--- src/rtl/pid_tlb_pkg.sv ---
package pid_tlb_pkg;
  localparam int VA_W        = 32;
  localparam int PID_W       = 8;
  localparam int PAGE_SHIFT  = 12;
  localparam int HUGE_SHIFT  = 21;
  localparam int VPN_W       = VA_W - PAGE_SHIFT;
  localparam int PFN_W       = 24;
  localparam int PA_W        = PFN_W + PAGE_SHIFT;
  localparam int SUB_W       = HUGE_SHIFT - PAGE_SHIFT;

  typedef struct packed {
    logic             valid;
    logic [PID_W-1:0] pid;
    logic             huge;
    logic [VPN_W-1:0] vpn;
    logic [PFN_W-1:0] pfn;
    logic             rd;
    logic             wr;
  } tlb_entry_t;

  // Page-number match under the entry's own size rule, gated by owner and valid.
  function automatic logic entry_match(tlb_entry_t e, logic [PID_W-1:0] pid,
                                       logic [VPN_W-1:0] vpn);
    logic same_page;
    if (e.huge) same_page = (e.vpn[VPN_W-1:SUB_W] == vpn[VPN_W-1:SUB_W]);
    else        same_page = (e.vpn == vpn);
    return e.valid && (e.pid == pid) && same_page;
  endfunction
endpackage

--- src/rtl/pid_tlb_victim.sv ---
module pid_tlb_victim
  import pid_tlb_pkg::*;
#(
  parameter int NUM_ENTRIES = 16,
  localparam int IDX_W = $clog2(NUM_ENTRIES)
) (
  input  logic                   clk,
  input  logic                   rst,
  input  logic [NUM_ENTRIES-1:0] vld,
  input  logic                   fill_valid,
  output logic [IDX_W-1:0]       victim_idx
);
  logic [IDX_W-1:0] rr_q;
  logic [IDX_W-1:0] free_idx;
  logic             all_full;

  always_comb begin
    free_idx = '0;
    for (int i = NUM_ENTRIES - 1; i >= 0; i--) begin
      if (!vld[i]) free_idx = IDX_W'(i);
    end
  end

  assign all_full   = &vld;
  assign victim_idx = all_full ? rr_q : free_idx;

  always_ff @(posedge clk) begin
    if (rst) begin
      rr_q <= '0;
    end else if (fill_valid && all_full) begin
      if (rr_q == IDX_W'(NUM_ENTRIES - 1)) rr_q <= '0;
      else                                 rr_q <= rr_q + 1'b1;
    end
  end

  AST_PREFER_FREE: assert property (@(posedge clk) disable iff (rst)
    (fill_valid && !all_full) |-> !vld[victim_idx]);

  AST_RR_HOLDS: assert property (@(posedge clk) disable iff (rst)
    (fill_valid && !all_full) |=> (rr_q == $past(rr_q)));

  AST_RR_STEPS: assert property (@(posedge clk) disable iff (rst)
    (fill_valid && all_full) |=> (rr_q != $past(rr_q)));
endmodule

--- src/rtl/pid_tlb_store.sv ---
module pid_tlb_store
  import pid_tlb_pkg::*;
#(
  parameter int NUM_ENTRIES = 16,
  localparam int IDX_W = $clog2(NUM_ENTRIES)
) (
  input  logic                   clk,
  input  logic                   rst,
  input  logic                   fill_valid,
  input  logic [IDX_W-1:0]       fill_idx,
  input  tlb_entry_t             fill_entry,
  input  logic                   purge_valid,
  input  logic                   purge_all,
  input  logic [PID_W-1:0]       purge_pid,
  input  logic [VPN_W-1:0]       purge_vpn,
  output tlb_entry_t             ent_q [NUM_ENTRIES],
  output logic [NUM_ENTRIES-1:0] vld
);
  logic [NUM_ENTRIES-1:0] purge_hit;

  always_comb begin
    for (int i = 0; i < NUM_ENTRIES; i++) begin
      vld[i] = ent_q[i].valid;
      if (purge_all) purge_hit[i] = ent_q[i].valid && (ent_q[i].pid == purge_pid);
      else           purge_hit[i] = entry_match(ent_q[i], purge_pid, purge_vpn);
    end
  end

  // Only the valid bits are reset; payload fields are plain storage.
  always_ff @(posedge clk) begin
    if (rst) begin
      for (int i = 0; i < NUM_ENTRIES; i++) ent_q[i].valid <= 1'b0;
    end else begin
      for (int i = 0; i < NUM_ENTRIES; i++) begin
        if (fill_valid && (fill_idx == IDX_W'(i))) ent_q[i] <= fill_entry;
        else if (purge_valid && purge_hit[i])      ent_q[i].valid <= 1'b0;
      end
    end
  end

  // Checker state: the identifier of the most recent purge command.
  logic [PID_W-1:0]       seen_pid_q;
  logic [NUM_ENTRIES-1:0] pid_left;
  always_ff @(posedge clk) seen_pid_q <= purge_pid;
  always_comb begin
    for (int i = 0; i < NUM_ENTRIES; i++)
      pid_left[i] = ent_q[i].valid && (ent_q[i].pid == seen_pid_q);
  end

  AST_FILL_LANDS: assert property (@(posedge clk) disable iff (rst)
    fill_valid |=> vld[$past(fill_idx)]);

  AST_PURGE_PID_GONE: assert property (@(posedge clk) disable iff (rst)
    (purge_valid && purge_all && !fill_valid) |=> (pid_left == '0));

  AST_PURGE_NO_GROW: assert property (@(posedge clk) disable iff (rst)
    (purge_valid && !fill_valid) |=> ($countones(vld) <= $countones($past(vld))));
endmodule

--- src/rtl/pid_tlb_lookup.sv ---
module pid_tlb_lookup
  import pid_tlb_pkg::*;
#(
  parameter int NUM_ENTRIES = 16,
  localparam int IDX_W = $clog2(NUM_ENTRIES)
) (
  input  logic             clk,
  input  logic             rst,
  input  tlb_entry_t       ent [NUM_ENTRIES],
  input  logic [PID_W-1:0] cur_pid,
  input  logic             lk_valid,
  input  logic [VA_W-1:0]  lk_vaddr,
  input  logic             lk_write,
  output logic             rsp_valid,
  output logic             rsp_hit,
  output logic             rsp_miss,
  output logic             rsp_fault,
  output logic [PA_W-1:0]  rsp_paddr
);
  logic [VPN_W-1:0] vpn;
  logic [IDX_W-1:0] sel;
  logic             any;
  tlb_entry_t       e;
  logic             perm_ok;
  logic [PA_W-1:0]  pa;

  assign vpn = lk_vaddr[VA_W-1:PAGE_SHIFT];

  // Lowest-numbered matching entry wins.
  always_comb begin
    sel = '0;
    any = 1'b0;
    for (int i = NUM_ENTRIES - 1; i >= 0; i--) begin
      if (entry_match(ent[i], cur_pid, vpn)) begin
        sel = IDX_W'(i);
        any = 1'b1;
      end
    end
  end

  assign e       = ent[sel];
  assign perm_ok = lk_write ? e.wr : e.rd;
  assign pa      = e.huge ? {e.pfn[PFN_W-1:SUB_W], lk_vaddr[HUGE_SHIFT-1:0]}
                          : {e.pfn, lk_vaddr[PAGE_SHIFT-1:0]};

  always_ff @(posedge clk) begin
    if (rst) begin
      rsp_valid <= 1'b0;
      rsp_hit   <= 1'b0;
      rsp_miss  <= 1'b0;
      rsp_fault <= 1'b0;
      rsp_paddr <= '0;
    end else begin
      rsp_valid <= lk_valid;
      rsp_hit   <= lk_valid && any && perm_ok;
      rsp_miss  <= lk_valid && !any;
      rsp_fault <= lk_valid && any && !perm_ok;
      rsp_paddr <= (lk_valid && any && perm_ok) ? pa : '0;
    end
  end

  AST_ONE_OUTCOME: assert property (@(posedge clk) disable iff (rst)
    rsp_valid |-> ($countones({rsp_hit, rsp_miss, rsp_fault}) == 1));

  AST_QUIET_IDLE: assert property (@(posedge clk) disable iff (rst)
    !rsp_valid |-> !(rsp_hit || rsp_miss || rsp_fault));

  AST_RSP_TIMING: assert property (@(posedge clk) disable iff (rst)
    lk_valid |=> rsp_valid);

  AST_PADDR_CLEAR: assert property (@(posedge clk) disable iff (rst)
    !rsp_hit |-> (rsp_paddr == '0));
endmodule

--- src/rtl/pid_tlb.sv ---
module pid_tlb
  import pid_tlb_pkg::*;
#(
  parameter int NUM_ENTRIES = 16,
  localparam int IDX_W = $clog2(NUM_ENTRIES)
) (
  input  logic              clk,
  input  logic              rst,
  input  logic [PID_W-1:0]  cur_pid,
  input  logic              lk_valid,
  input  logic [VA_W-1:0]   lk_vaddr,
  input  logic              lk_write,
  input  logic              fill_valid,
  input  logic [PID_W-1:0]  fill_pid,
  input  logic [VPN_W-1:0]  fill_vpn,
  input  logic [PFN_W-1:0]  fill_pfn,
  input  logic              fill_huge,
  input  logic              fill_rd,
  input  logic              fill_wr,
  input  logic              purge_valid,
  input  logic              purge_all,
  input  logic [PID_W-1:0]  purge_pid,
  input  logic [VPN_W-1:0]  purge_vpn,
  output logic              rsp_valid,
  output logic              rsp_hit,
  output logic              rsp_miss,
  output logic              rsp_fault,
  output logic [PA_W-1:0]   rsp_paddr
);
  tlb_entry_t             ent_q [NUM_ENTRIES];
  logic [NUM_ENTRIES-1:0] vld;
  logic [IDX_W-1:0]       victim_idx;
  tlb_entry_t             fill_entry;

  assign fill_entry = '{valid: 1'b1, pid: fill_pid, huge: fill_huge,
                        vpn: fill_vpn, pfn: fill_pfn, rd: fill_rd, wr: fill_wr};

  pid_tlb_victim #(.NUM_ENTRIES(NUM_ENTRIES)) u_victim (
    .clk        (clk),
    .rst        (rst),
    .vld        (vld),
    .fill_valid (fill_valid),
    .victim_idx (victim_idx)
  );

  pid_tlb_store #(.NUM_ENTRIES(NUM_ENTRIES)) u_store (
    .clk         (clk),
    .rst         (rst),
    .fill_valid  (fill_valid),
    .fill_idx    (victim_idx),
    .fill_entry  (fill_entry),
    .purge_valid (purge_valid),
    .purge_all   (purge_all),
    .purge_pid   (purge_pid),
    .purge_vpn   (purge_vpn),
    .ent_q       (ent_q),
    .vld         (vld)
  );

  pid_tlb_lookup #(.NUM_ENTRIES(NUM_ENTRIES)) u_lookup (
    .clk       (clk),
    .rst       (rst),
    .ent       (ent_q),
    .cur_pid   (cur_pid),
    .lk_valid  (lk_valid),
    .lk_vaddr  (lk_vaddr),
    .lk_write  (lk_write),
    .rsp_valid (rsp_valid),
    .rsp_hit   (rsp_hit),
    .rsp_miss  (rsp_miss),
    .rsp_fault (rsp_fault),
    .rsp_paddr (rsp_paddr)
  );
endmodule

--- config.mk ---
export PLATFORM = sky130hd
export DESIGN_NAME = pid_tlb
export DESIGN_NICKNAME = d
export VERILOG_FILES = /design/src/rtl/pid_tlb_pkg.sv /design/src/rtl/pid_tlb_victim.sv /design/src/rtl/pid_tlb_store.sv /design/src/rtl/pid_tlb_lookup.sv /design/src/rtl/pid_tlb.sv
export SDC_FILE = /design/constraint.sdc
export NUM_CORES = 2
export LEC_CHECK = 0
export BUFFER_PORTS_ARGS = -buffer_cell sky130_fd_sc_hd__buf_2
export CORE_ASPECT_RATIO = 1.75
export CORE_MARGIN = 3
export CORE_UTILIZATION = 54
export DETAILED_ROUTE_END_ITERATION = 12
export MAX_ROUTING_LAYER = met4
export PLACE_DENSITY = 0.76
export SLEW_MARGIN = 20
export SYNTH_ARGS = -nofsm -noshare
export SYNTH_HDL_FRONTEND = slang
export SYNTH_SLANG_ARGS = --single-unit
--- constraint.sdc ---
create_clock -name clk -period 5.98 [get_ports clk]
set_input_delay 0.299 -clock clk [delete_from_list [all_inputs] [get_ports clk]]
set_output_delay 0.299 -clock clk [all_outputs]
set_load 0.01 [all_outputs]
## Yosys cells after proc, flatten, opt, wreduce, memory -nomap -nowiden

Cells that the tools add are included.

- Equal/unequal tests: 112
- Magnitude comparators: 1
- Bitwise operators: 3
- $add $sub $neg: 1
- Reductions and logical operators: 138
- Multiplexer cells: 151

Operators by type and width:

| cell | number |
|---|---|
| equality test 20 bit | 32 |
| equality test 11 bit | 32 |
| equality test 8 bit | 32 |
| binary-select mux 56 bit (select 4 bit) | 1 |
| two-way mux 4 bit | 34 |
| two-way mux 1 bit | 113 |
| logical AND 1 bit | 101 |
| two-way mux 47 bit | 2 |
| equality test 4 bit (second input constant) | 9 |
| AND reduction 2 bit | 16 |
| nonzero test 2 bit | 16 |
| two-way mux 21 bit | 1 |
| equality test 4 x 3 -> 1 bit (second input constant) | 4 |
| AND reduction 16 bit | 1 |
| equality test 4 x 2 -> 1 bit (second input constant) | 2 |
| greater-or-equal comparator 5 bit (second input constant) | 1 |
| NOT 4 -> 5 bit | 1 |
| adder 4 x 1 -> 4 bit (second input constant) | 1 |
| equality test 4 x 1 -> 1 bit (second input constant) | 1 |
| zero test 4 bit | 1 |
| zero test 1 bit | 2 |
| NOT 1 bit | 2 |
| OR reduction 2 bit | 1 |

- Word-level logic and storage cells: 524
- Output and inout port bits: 40
- Bits of input ports: 130
- Flip-flop bits (word level): 940

## Depth between registers and ports, before layout

- Depth after elaboration: 27
- Depth in mapped cells: 17
- Depth with buffers taken out: 12

## Cells and area by module

Synthesis repeated with hierarchy kept, for this count alone.

- Cells, all modules: 3065
- Area, all modules: 45079.5 µm²

By module, submodules not included:

| module | sequential area each (µm²) | cells an instance | times used | area an instance (µm²) |
|---|---|---|---|---|
| pid_tlb_store | 26745.7 | 1654 | 1 | 32914.1 |
| pid_tlb_lookup | 800.8 | 1354 | 1 | 11776.3 |
| pid_tlb_victim | 80.1 | 56 | 1 | 385.4 |
| pid_tlb | 0.0 | 1 | 1 | 3.8 |

## Worst setup path before layout

Ideal clock, no wire load.

- Path type: register -> register
- From: register u_store.ent_q[447] (netlist name)
- To: register u_store.ent_q[112] (netlist name)
- Buffers on the path: 0
- Setup slack: 1.355 ns
- Data required time: 5.505 ns
- Setup time: 0.475 ns
- Arrival: 4.150 ns
- Cell stages (with the launch flop): 7
- Cell sequence: dfxtp_1 -> nand2_1 -> or4_1 -> nor3_1 -> a22o_1 -> nor2b_1 -> nor2b_1

- Cells in the longest elaborated chain, start to end: 13

Ends and longest elaborated chain:

| element | RTL line | text |
|---|---|---|
| two-way mux 4 bit (9 in series) | pid_tlb_victim.sv:20 | `if (!vld[i]) free_idx = IDX_W'(i);` |
| two-way mux 4 bit (*) | pid_tlb_victim.sv:25 | `assign victim_idx = all_full ? rr_q : free_idx;` |
| equality test 4 bit (*) | pid_tlb_store.sv:35 | `if (fill_valid && (fill_idx == IDX_W'(i))) ent_q[i] <= fill_entry;` |
| logical AND 1 bit (*) | pid_tlb_store.sv:35 |  |
| AND reduction 2 bit (no source line) (*) | -- |  |

Mark *: on every way between the ends. The rest lies on a longest branch, timed or not.
A chain may end at the register's enable or synchronous reset.

## Worst setup path in the final report

- From: register u_store.ent_q[144] (netlist name)
- To: register u_lookup.rsp_paddr[31]

- Cells in the longest elaborated chain, start to end: 25

Ends and longest elaborated chain:

| element | RTL line | text |
|---|---|---|
| equality test 20 bit (*) | pid_tlb_pkg.sv:26 | `else same_page = (e.vpn == vpn);` |
| two-way mux 1 bit (*) | pid_tlb_pkg.sv:25 | `if (e.huge) same_page = (e.vpn[VPN_W-1:SUB_W] == vpn[VPN_W-1:SUB_W]);` |
| logical AND 1 bit (*) | pid_tlb_pkg.sv:27 | `return e.valid && (e.pid == pid) && same_page;` |
| two-way mux 4 bit (14 in series) | pid_tlb_lookup.sv:34 | `if (entry_match(ent[i], cur_pid, vpn)) begin` |
| NOT 4 -> 5 bit (not written as such) | pid_tlb_lookup.sv:41 | `assign e = ent[sel];` |
| binary-select mux 56 bit (select 4 bit) | pid_tlb_lookup.sv:41 |  |
| two-way mux 47 bit (not written as such) (2 in series) | pid_tlb_lookup.sv:41 |  |
| two-way mux 1 bit | pid_tlb_lookup.sv:42 | `assign perm_ok = lk_write ? e.wr : e.rd;` |
| logical AND 1 bit | pid_tlb_lookup.sv:58 | `rsp_paddr <= (lk_valid && any && perm_ok) ? pa : '0;` |
| NOT 1 bit (no source line) | -- |  |
| OR reduction 2 bit (no source line) | -- |  |
| end signal, assigned | pid_tlb_lookup.sv:58 |  |
| end, declared | pid_tlb_lookup.sv:18 | `output logic [PA_W-1:0] rsp_paddr` |

Mark *: on every way between the ends. The rest lies on a longest branch, timed or not. The select of a mux whose other input is x is not followed.

==> results.md <==
- The run finished with clean final reports.
- Registers are responsible for 51.7% of the overall power.
- The total number of vias is 29200.
- Power spread over the standard cell area amounts to 280 nW/um^2.
- The growth of design area from synthesis to finish is 12.0%.
- The total DRC errors in the routed layout is 0.
- In this run the remaining antenna-violating nets after routing total 0.
- For the final routed database, the setup TNS stands at 0 ns.
- The internal portion of the total power is 10900 uW.
- The die covers 86400 sq um.
- CTS saw 940 sinks.
- The initial core utilization is 54.8%.
- The mux cell area share after synthesis is 5.31%.
- Of the total synthesized cell area, the portion taken by AND, OR, NAND and NOR gates is 7.66%.
- For the pin with the worst max-slew slack, the measured transition is 1.13 ns.
- The mapped netlist covers 44700 sq um.
- The final setup skew is 0.0398 ns.
- The synthesized design contains 880 enable-type register cells.
- The horizontal die dimension is 223 microns.
- In this run the worst path has a maximum fanout of 36.
- The length of the first detailed-routing pass in iterations is 6.
- The minimum setup slack among reg-to-reg paths is 0.79 ns.
- In this run, the number of DRC markers left after iteration 0 of detailed routing was 3325.
- Summing the areas of all compound-gate instances in the mapped netlist gives 5.08% of the synthesized area.
- The count of pins over their slew limit was 0.
- For this run the aggregate overflow at the end of global routing stands at 0.
- The number of CTS-inserted buffers is 85.
- The number of global-route vias before repair is 30300.
- The startpoint of the lowest-slack register-to-register path is u_store.ent_q[144].
- The ratio of cells with drive above 1 in the final layout is 15.3%.
- In the final routed layout, each cell accounts on average for 32.6 microns.
- The library cell occupying the most area in the post-synthesis netlist is edfxtp_1.
- The aggregate routed wire length is 145000 microns.
- During I/O placement, the number of pins put on the boundary was 170.
- At the later pin of the worst-skew pair, clock insertion delay measures 0.69 ns.
- The achievable clock frequency is 193 MHz.
- The final number of setup-violating endpoints is 0.
- The minimum clock period after layout is 5.19 ns.
- The post-synthesis share of cell area spent on xor and xnor gates is 17.6%.
- The critical path required time is 6.54 ns.
- Measured in cells, the most critical reg-to-reg path has a length of 12.
- The part of the total power dissipated in the clock network is 41.4%.
- After synthesis, the largest family of logic cells by area is XOR/XNOR gates.
- The portion of the post-synthesis area used by sequential elements is 61.8%.
- Once the clock tree was built, the resizer swapped 0 gates to a different size.
- The number of buffers inserted by hold repair at cts is 37.
- The critical path arrival is 5.75 ns.
- The reported leakage power is 0.0164 uW.
- Synthesis handed over a netlist of 3141 instances.
- The final weighted congestion of routability-driven global placement is 1.03.
- In this run the worst setup path terminates at u_lookup.rsp_paddr[31].
- The worst setup path is launched from a flop.
- After routing the design area is 50100 sq um.
- The number of filler cells placed in the layout is 6071.
- The synthesized netlist contains 69 unique library cells.
- The worst register-to-register path ends at u_lookup.rsp_paddr[31].
- Of the total synthesized cell area, the portion taken by full adders, half adders and majority gates is 0.0280%.
- The buffer type at the clock tree root is clkbuf_16.
- The final-layout worst hold slack is 0.0306 ns.
- The switching power is 3130 uW.
- The number of storage elements in the synthesis netlist is 940.
- The hold violation total from the final report was 0.
- Summing all placed instances gives a cell area of 46700 sq um.
- The relative max-transition margin is 24.6%.
- Buffers placed on the I/O ports in this run total 169.
- The maximum level of the CTS H-tree is 3.
- In this run the worst setup path begins at u_store.ent_q[144].
- The synthesized design devotes to its leading area cell type 59.1% of total area.
- Yosys printed 0 warnings.
- In the global route stage, overall resource usage came out at 34.3%.
- The maximum number of pins on one net before global-route repair is 121.
- Post-CTS timing repair inserted 0 buffers for setup.
- The type of the worst min-delay path is in -> reg.
- For this run, the leading register cell type out of synthesis is edfxtp_1.
- In this run the deepest clock path goes through 3 buffers.
- Across the run, the number of max-cap violations was 0.
- The HPWL reported at the end of detailed placement is 90800 microns.
- The final layout net count is 3461.
- The via density per instance is 6.56.
- Once placement completed, the tool counted placed cells totaling 4255.
- TritonCTS built the clock tree.
- Across the VDD grid, the largest voltage drop is 313 uV.
- Excluding fillers, the count of instances in the completed layout stands at 4457.
- The global-route wire length before repair is 206000 microns.
- The number of nets handed over by synthesis was 3272.
- The cell row count is 138.
- The area of the core region is 81500 sq um.
- Setup repair after global routing left no endpoint under its margin.
- STA classifies the critical path endpoint as a flop.
- The vertical die dimension is 387 microns.
- After clock tree synthesis, the clock-pin slew on the worst setup and hold paths is 0.06 ns.
- In the synthesized netlist the async set-or-reset flop fraction comes to 0%.
- The number of antenna violations at the first check in global routing came to 7.
- The worst setup path category is reg -> reg.
- A synthesized cell averages 14.2 sq um.
- The combinational share of power is 6.9%.
- In this run switching power makes up 22.3% of total power.
- The share of the cycle needed by the critical path after routing is 86.8%.
- By area the synthesized netlist is led by edfxtp_1 59%, xnor2_1 9.7%, xor2_1 7.9%.
==> registers in the layout, summed over array words and instances (netlist names) <==
signal              count
u_lookup.rsp_paddr     36
u_lookup.rsp_miss       1
u_lookup.rsp_hit        1
u_victim.rr_q           4
u_store.ent_q         896
u_lookup.rsp_fault      1
u_lookup.rsp_valid      1
==> worst max-delay path, stage by stage (launching register included) <==
cell	delay (ns)
edfxtp_1	0.42
xor2_1	0.18
nor4_1	0.07
a41oi_1	0.72
nor4_1	0.30
or4b_1	0.83
o211ai_4	0.83
buf_4	0.62
mux2_2	0.26
nor2_1	0.04
a211oi_1	0.27
a21oi_1	0.08
a2111oi_2	0.38
==> how the worst min path moves through the flow <==
stage / slack, ns / start / depth (start not counted) / endpoint
after global placement: 0.49 / u_victim.rr_q[3] / 2 / u_victim.rr_q[3]
after floorplan: 0.39 / rst / 1 / u_lookup.rsp_valid
final: 0.03 / fill_pfn[5] / 1 / u_store.ent_q[7]
after detailed placement: 0.50 / lk_vaddr[1] / 2 / u_lookup.rsp_paddr[1]
after CTS: 0.002 / fill_pfn[5] / 1 / u_store.ent_q[343]
after global routing: 0.02 / fill_pfn[5] / 1 / u_store.ent_q[7]
==> cells by family (layout without fill, tap and decap cells) <==
kind of cell    after synthesis  after routing
xor+xnor                    897            897
mux                         226            226
flops                       940            940
fa+ha+maj                     1              1
buf+inv                     199            459
other cells                   0              6
compound gates              296            296
simple gates                582            582
==> final cells by class <==
class	instances	area [sq um]	share of cell area [%]
repair buffers	288	2010	4.01
flip-flops and latches	940	27600	55.2
clock inverters	50	618	1.23
diodes	6	15.0	0.0300
clock buffers	108	2340	4.67
well taps	1050	1310	2.62
multi-input cells	2002	16100	32.1
inverters	13	48.8	0.0975
==> synthesized netlist by cell type (50+ instances only) <==
cell,n
mux2i_1,147
xor2_1,401
clkbuf_1,75
nand3_1,50
mux2_2,78
nor2_1,81
a211oi_1,81
a21oi_1,52
nand4_1,123
xnor2_1,496
nor4_1,158
dfxtp_1,60
edfxtp_1,880
==> routing by layer <==
metal / routed length (microns) / share of wire (%) / GRT usage, %
met1: 47500 / 33 / 37.1
met2: 71100 / 49 / 55.9
met3: 13000 / 9.0 / 6.50
met4: 13600 / 9.4 / 26.2
met5: 0 / 0 / -
==> power groups by stage <==
stage	sequential, uW	clock, uW	combinational (uW)
2_1_floorplan	7400	0	518
3_3_place_gp	7390	0	896
3_5_place_dp	7400	0	912
4_1_cts	7250	5860	937
5_1_grt	7250	6120	993
6_report	7250	5820	965
==> cells in the final DEF, fill, tap and decap left out, drive strengths merged, types with 23 or more instances in the layout <==
master,netlist,layout
nor4,159,159
clkbuf,75,108
clkinv,0,29
buf,111,251
a211oi,84,84
edfxtp,880,880
a21oi,53,53
nand2,27,27
or4,23,23
nor3,27,27
nor2b,24,24
nand3,50,50
dfxtp,60,60
nor2,82,82
dlygate4sd3,0,37
mux2,78,78
xnor2,496,496
xor2,401,401
nand4,123,123
mux2i,147,147
==> stage by stage <==
step	worst slack [ns]	total power [uW]	util (%)
5_1_grt	0.515	14400	61.4
6_report	0.789	14000	61.4
4_1_cts	0.893	14000	61.4
3_5_place_dp	0.434	8310	57.3
3_3_place_gp	-0.350	8290	57.1
2_1_floorplan	1.36	7910	-
Note: power is estimated with default switching activity, not from simulation.
